`src/rtl/clk_ctrl_pkg.sv`:
```
package clk_ctrl_pkg;
  localparam int DATA_W   = 32;
  localparam int LANES    = DATA_W / 8;

  localparam int B_MS_EN   = 0;
  localparam int B_MS_RDY  = 1;
  localparam int B_FI_EN   = 8;
  localparam int B_FI_RDY  = 10;
  localparam int B_EXT_EN  = 16;
  localparam int B_EXT_RDY = 17;
  localparam int B_BYP     = 18;
  localparam int B_CSS     = 19;
  localparam int B_PLL0_EN = 24;
  localparam int B_PLL0_RDY= 25;
  localparam int B_PLL1_EN = 26;
  localparam int B_PLL1_RDY= 27;
  localparam int B_PLL2_EN = 28;
  localparam int B_PLL2_RDY= 29;

  localparam logic [DATA_W-1:0] RW_MASK  = 32'h150D_0BFD;
  localparam logic [DATA_W-1:0] PLL_MASK = 32'h1500_0000;
  localparam logic [DATA_W-1:0] RES_MASK = 32'hC0F0_F000;
  localparam logic [DATA_W-1:0] BYP_MASK = 32'h0004_0000;
  localparam logic [DATA_W-1:0] RST_WORD = 32'h0000_0061;

  localparam logic [1:0] SRC_MAIN_PLL = 2'b11;
endpackage

```
`src/rtl/clk_ctrl_sync.sv`:
```
module clk_ctrl_sync #(
  parameter int          W       = 3,
  parameter logic [W-1:0] RST_VAL = '0
) (
  input  logic         clk,
  input  logic         rst_n,
  input  logic [W-1:0] async_in,
  output logic [W-1:0] sync_out
);
  logic [W-1:0] meta_q;
  logic [W-1:0] sync_q;

  always_ff @(posedge clk or negedge rst_n) begin
    if (!rst_n) begin
      meta_q <= RST_VAL;
      sync_q <= RST_VAL;
    end else begin
      meta_q <= async_in;
      sync_q <= meta_q;
    end
  end

  assign sync_out = sync_q;
endmodule

```
`src/rtl/clk_ctrl_core.sv`:
```
module clk_ctrl_core
  import clk_ctrl_pkg::*;
(
  input  logic              clk,
  input  logic              rst_n,
  input  logic              wr_hit,
  input  logic [LANES-1:0]  be,
  input  logic [DATA_W-1:0] wdata,
  input  logic              lp_enter,
  input  logic              main_is_sys,
  output logic [DATA_W-1:0] ctl_word
);
  logic [DATA_W-1:0] ctl_q, ctl_d;
  logic              ctl_load;
  logic              byp_q, byp_load;

  always_comb begin
    ctl_d = ctl_q;
    for (int l = 0; l < LANES; l++) begin
      if (wr_hit && be[l]) ctl_d[8*l +: 8] = wdata[8*l +: 8] & RW_MASK[8*l +: 8];
    end
    ctl_d[B_CSS] = ctl_d[B_CSS] | ctl_q[B_CSS];
    if (main_is_sys && ctl_q[B_PLL0_EN]) ctl_d[B_PLL0_EN] = 1'b1;
    if (lp_enter) ctl_d = ctl_d & ~PLL_MASK;
    ctl_load = wr_hit | lp_enter;
    byp_load = wr_hit & be[B_BYP/8];
  end

  always_ff @(posedge clk or negedge rst_n) begin
    if (!rst_n)        ctl_q <= RST_WORD;
    else if (ctl_load) ctl_q <= ctl_d & ~BYP_MASK;
  end

  always_ff @(posedge clk) begin
    if (byp_load) byp_q <= ctl_d[B_BYP];
  end

  assign ctl_word = ctl_q | ({{(DATA_W-1){1'b0}}, byp_q} << B_BYP);

  assert_lp_clears_pll_R6: assert property (@(posedge clk) disable iff (!rst_n)
    lp_enter |=> ((ctl_q & PLL_MASK) == '0));
  assert_main_hold_R7: assert property (@(posedge clk) disable iff (!rst_n)
    (main_is_sys && ctl_q[B_PLL0_EN] && !lp_enter) |=> ctl_q[B_PLL0_EN]);
  assert_css_sticky_R8: assert property (@(posedge clk) disable iff (!rst_n)
    ctl_q[B_CSS] |=> ctl_q[B_CSS]);
  assert_idle_stable_R3: assert property (@(posedge clk) disable iff (!rst_n)
    (!wr_hit && !lp_enter) |=> $stable(ctl_q));
  assert_byp_hold_R2: assert property (@(posedge clk) disable iff (!rst_n)
    !byp_load |=> $stable(byp_q));
endmodule

```
`src/rtl/clk_ctrl_reg.sv`:
```
module clk_ctrl_reg
  import clk_ctrl_pkg::*;
#(
  parameter int                ADDR_W     = 8,
  parameter logic [ADDR_W-1:0] REG_OFFSET = '0
) (
  input  logic              clk,
  input  logic              rst_n,
  input  logic              bus_sel,
  input  logic              bus_we,
  input  logic [ADDR_W-1:0] bus_addr,
  input  logic [3:0]        bus_be,
  input  logic [31:0]       bus_wdata,
  output logic [31:0]       bus_rdata,
  input  logic [2:0]        pll_lock_in,
  input  logic [2:0]        osc_stable_in,
  input  logic              lp_enter,
  input  logic [1:0]        sysclk_src,
  output logic [2:0]        osc_en,
  output logic [2:0]        pll_en,
  output logic              ext_bypass,
  output logic              css_en,
  output logic [3:0]        ms_range,
  output logic [3:0]        osc_cfg
);
  localparam int FLAGS = 6;

  logic [1:0]        rst_pipe_q;
  logic              rst_q;
  logic              addr_hit, wr_hit, rd_hit;
  logic [FLAGS-1:0]  flag_async, flag_sync;
  logic [DATA_W-1:0] ctl_word, sts_word;

  always_ff @(posedge clk or negedge rst_n) begin
    if (!rst_n) rst_pipe_q <= 2'b00;
    else        rst_pipe_q <= {rst_pipe_q[0], 1'b1};
  end
  assign rst_q = rst_pipe_q[1];

  assign addr_hit   = bus_sel && (bus_addr == REG_OFFSET);
  assign wr_hit     = addr_hit && bus_we;
  assign rd_hit     = addr_hit && !bus_we;
  assign flag_async = {pll_lock_in, osc_stable_in};

  clk_ctrl_sync #(.W(FLAGS), .RST_VAL(6'b000_001)) u_flag_sync (
    .clk      (clk),
    .rst_n    (rst_q),
    .async_in (flag_async),
    .sync_out (flag_sync)
  );

  clk_ctrl_core u_core (
    .clk         (clk),
    .rst_n       (rst_q),
    .wr_hit      (wr_hit),
    .be          (bus_be),
    .wdata       (bus_wdata),
    .lp_enter    (lp_enter),
    .main_is_sys (sysclk_src == SRC_MAIN_PLL),
    .ctl_word    (ctl_word)
  );

  always_comb begin
    sts_word             = '0;
    sts_word[B_MS_RDY]   = flag_sync[0];
    sts_word[B_FI_RDY]   = flag_sync[1];
    sts_word[B_EXT_RDY]  = flag_sync[2];
    sts_word[B_PLL0_RDY] = flag_sync[3];
    sts_word[B_PLL1_RDY] = flag_sync[4];
    sts_word[B_PLL2_RDY] = flag_sync[5];
    bus_rdata = rd_hit ? (ctl_word | sts_word) : '0;
  end

  assign osc_en     = {ctl_word[B_EXT_EN], ctl_word[B_FI_EN], ctl_word[B_MS_EN]};
  assign pll_en     = {ctl_word[B_PLL2_EN], ctl_word[B_PLL1_EN], ctl_word[B_PLL0_EN]};
  assign ext_bypass = ctl_word[B_BYP];
  assign css_en     = ctl_word[B_CSS];
  assign ms_range   = ctl_word[7:4];
  assign osc_cfg    = {ctl_word[11], ctl_word[9], ctl_word[3], ctl_word[2]};

  assert_reserved_zero_R4: assert property (@(posedge clk) disable iff (!rst_q)
    (bus_rdata & RES_MASK) == '0);
  assert_miss_reads_zero_R9: assert property (@(posedge clk) disable iff (!rst_q)
    !rd_hit |-> (bus_rdata == '0));
endmodule

```
`config.mk`:
```
export PLATFORM = sky130hd
export DESIGN_NAME = clk_ctrl_reg
export DESIGN_NICKNAME = d
export VERILOG_FILES = /design/src/rtl/clk_ctrl_pkg.sv /design/src/rtl/clk_ctrl_sync.sv /design/src/rtl/clk_ctrl_core.sv /design/src/rtl/clk_ctrl_reg.sv
export SDC_FILE = /design/constraint.sdc
export NUM_CORES = 1
export LEC_CHECK = 0
export BUFFER_PORTS_ARGS = -buffer_cell sky130_fd_sc_hd__buf_2
export CAP_MARGIN = 20
export CORE_MARGIN = 5
export CORE_UTILIZATION = 46
export DETAILED_ROUTE_END_ITERATION = 8
export GPL_TIMING_DRIVEN = 0
export PLACE_DENSITY = 0.86
export SYNTH_ARGS = -nofsm -noshare
export SYNTH_HDL_FRONTEND = slang
export SYNTH_HIERARCHICAL = 1
export SYNTH_SLANG_ARGS = --single-unit
```
`constraint.sdc`:
```
create_clock -name clk -period 3.1 [get_ports clk]
set_input_delay 0.62 -clock clk [delete_from_list [all_inputs] [get_ports clk]]
set_output_delay 0.62 -clock clk [all_outputs]
set_load 0.05 [all_outputs]
```
==> out/qor.yml <==
logic_synthesis:
  ys_top_cells_by_area: "dfrtp_1 36%, dfstp_2 7.9%, nor4_1 7.9%"
  mappedNetlistArea_um2: 1670
  synth_seq_cells: 30
  synthTopCellsByCount: "26 x inv_1, 24 x dfrtp_1, 21 x nor4_1"
  synthXorXnorAreaFrac_pct: 0
  synth-edff-count: 1
  synth.avg_cell_area_um2: 10.57
  synthSimpleGateAreaFrac_pct: 24.49
  yosysSeqAreaShare_pct: 45.62
  yosysMostFrequentCell: "inv_1"
  ys_dominant_reg_cell: "dfrtp_1"
  syn_inst: 158
  synth_top_area_share_pct: 35.96
  yosysUniqueCellTypes: 33
  synthArstFlopShare_pct: 96.67
  synth-compound-area-share_pct: 2.547
  synthAdderAreaFrac_pct: 0
  yosys.area.top_type: "dfrtp_1"
  yosysWarnings: 6
  synth_top_family_by_area: "simple AND/OR/NAND/NOR gates"
  synthMuxAreaShare_pct: 7.640
placed_design:
  dp_cells: 297
  routabilityCongestion: 0.7812
  dpl.hpwl_um: 3062
  numPortBuffers: 78
route:
  viasPerCell: 4.526
  drt_iter0_drc: 21
  routed_wl_um: 3729
  dr.pass1.iters: 4
  antenna_left: 0
  route.vias.total: 1385
  wl_per_cell_um: 12.19
  drc: 0
floorplan:
  chipHeight_um: 70.26
  die_w_um: 70.26
  core-area_um2: 3416
  ios: 105
  die_area_um2: 4936
  rows: 21
  start_util_pct: 48.90
critical_path:
  timing.rr.end: "u_core/ctl_q[28]"
  crit_required_ns: 2.48
  crit_arrival_ns: 2.17
  crit_type: "in -> out"
  r2r_cells: 2
  r2r_slack_ns: 2.31
  cp-end-kind: "output pin"
  crit_fanout: 10
  cp-start-kind: "primary input"
  reg2reg_from: "u_core/ctl_q[28]"
job:
  drv_cap: 0
timing:
  finalSetupViolations: 0
  finalCritPeriodShare_pct: 90.01
  holdWs_ns: 0.06801
  period_minus_slack_ns: 2.790
  relSlewSlack_pct: -38.40
  fmax_mhz: 358.4
  tightest_slew_ns: 2.057
  worst_clock_skew_ns: 0.004724
  final_hold_viol_count: 0
  drv_slew: 9
  grt_setup_unrepaired: "no"
layout:
  final_util_pct: 65.97
  antennaDiodeCount: 0
  layout-drive-gt1-share_pct: 55.77
  area_growth_pct: 34.91
  fillCellCount: 304
  fin_cells: 306
  final_net_count: 316
clock_tree:
  cts_buffers: 5
  clockBufferDepth: 2
  post_cts_resize_count: 0
  clk_latency_ns: 0.32
  cts_root_buf: "clkbuf_4"
  htree_levels: 2
  post_cts_buffers: 0
  clkSlewWorstSetupHoldPaths_ns: 0.09
  clock_sinks: 30
  cts-hold-fix-buffers: 0
  cts_tree: "built"
global_routing:
  antenna_found_initial: 0
  grt_pass1_wl_um: 6016
  grt_overflow: 0
  grt_pass1_vias: 1331
  grt_max_degree: 28
  grt_usage_pct: 15.52
outcome:
  status: "finished, violations left"
  violations: "max-slew violations"
power_and_ir_drop:
  p_int_uw: 560.0
  sw_frac_of_total_pct: 24.72
  p_switching_uw: 183.9
  seqPwrFrac_pct: 55.5
  p_comb_share_pct: 12.7
  cellPowerDensity_nw_per_um2: 330.1
  ir_drop_mv: 0.2891
  p_leak_uw: 0.001133
  clkPwrFrac_pct: 31.8
worst_hold_path:
  hp-class: "in -> async"
## per-stage QoR
| step | setup TNS (ns) | cell area (µm²) | total power (µW) | setup WS [ns] |
|---|---|---|---|---|
| floorplan | -5.143 | 1727 | 476.2 | -0.4435 |
| global placement | 0 | 2175 | 510.2 | 0.3164 |
| detailed placement | 0 | 2175 | 513.0 | 0.2824 |
| CTS | 0 | 2238 | 752.3 | 0.2825 |
| global route | 0 | 2253 | 786.5 | 0.2053 |
| finish | 0 | 2253 | 743.9 | 0.3095 |
## placed cells by master, fill, tap and decap left out, types with 5 or more instances in the layout
cell type,n
buf_2,80
inv_1,26
dfrtp_1,24
nor4_1,21
conb_1,17
buf_4,17
nor4_2,10
mux2_2,10
buf_6,6
nor2_1,6
clkbuf_1,5
clkbuf_4,5
dfstp_2,5
## sequential cells by signal, indices dropped and copies added, names as in the netlist
| register | count |
|---|---|
| u_core/ctl_q | 15 |
| u_flag_sync/meta_q | 6 |
| rst_pipe_q | 2 |
| u_core/byp_q | 1 |
| u_flag_sync/sync_out | 6 |
## power groups by stage
stage | logic (µW) | clock network (µW) | registers, µW
2_1_floorplan | 46.5 | 0 | 430
3_3_place_gp | 87.0 | 0 | 423
3_5_place_dp | 88.8 | 0 | 424
4_1_cts | 88.9 | 247 | 417
5_1_grt | 105 | 266 | 415
6_report | 94.5 | 236 | 413
## worst max path at each step
| stage | startpoint | end | slack, ns | depth (start not counted) |
|---|---|---|---|---|
| floorplan | bus_addr[6] | bus_rdata[11] | -0.44 | 4 |
| global placement | bus_addr[3] | bus_rdata[27] | 0.32 | 6 |
| detailed placement | bus_addr[3] | bus_rdata[25] | 0.28 | 6 |
| CTS | bus_addr[3] | bus_rdata[25] | 0.28 | 6 |
| global route | bus_addr[3] | bus_rdata[25] | 0.21 | 6 |
| finish | bus_addr[3] | bus_rdata[25] | 0.31 | 6 |
## layout make-up
class | count | area, µm² | share of cell area (%)
multi-input cells | 87 | 643.1 | 28.54
flip-flops and latches | 30 | 762.0 | 33.81
inverters | 26 | 97.59 | 4.331
clock inverters | 2 | 12.51 | 0.5552
plain buffers | 30 | 224.0 | 9.939
clock buffers | 6 | 51.30 | 2.277
well taps | 46 | 57.56 | 2.554
repair buffers | 79 | 405.4 | 17.99
## critical path, cell delays in order
cell and delay, ns:
buf_2 0.09, or2_2 0.28, clkbuf_1 0.18, clkbuf_1 0.34, nor4_4 0.36, buf_2 0.30
## per-layer routing
metal,vias up,global-route usage [%],share of wire (%)
met1,635,16.47,37
met3,4,6.313,7.9
met2,44,27.65,54
li1,702,-,-
met5,-,0,0
met4,0,5.106,1.3
## cell families (layout without fill, tap and decap cells)
| group | Yosys count | after routing |
|---|---|---|
| AO/OA/AOI/OAI | 6 | 6 |
| AND/OR/NAND/NOR | 53 | 53 |
| other | 2 | 17 |
| multiplexers | 11 | 11 |
| flip-flops | 30 | 30 |
| buffers and inverters | 56 | 143 |
(Power assumes the default switching activity.)
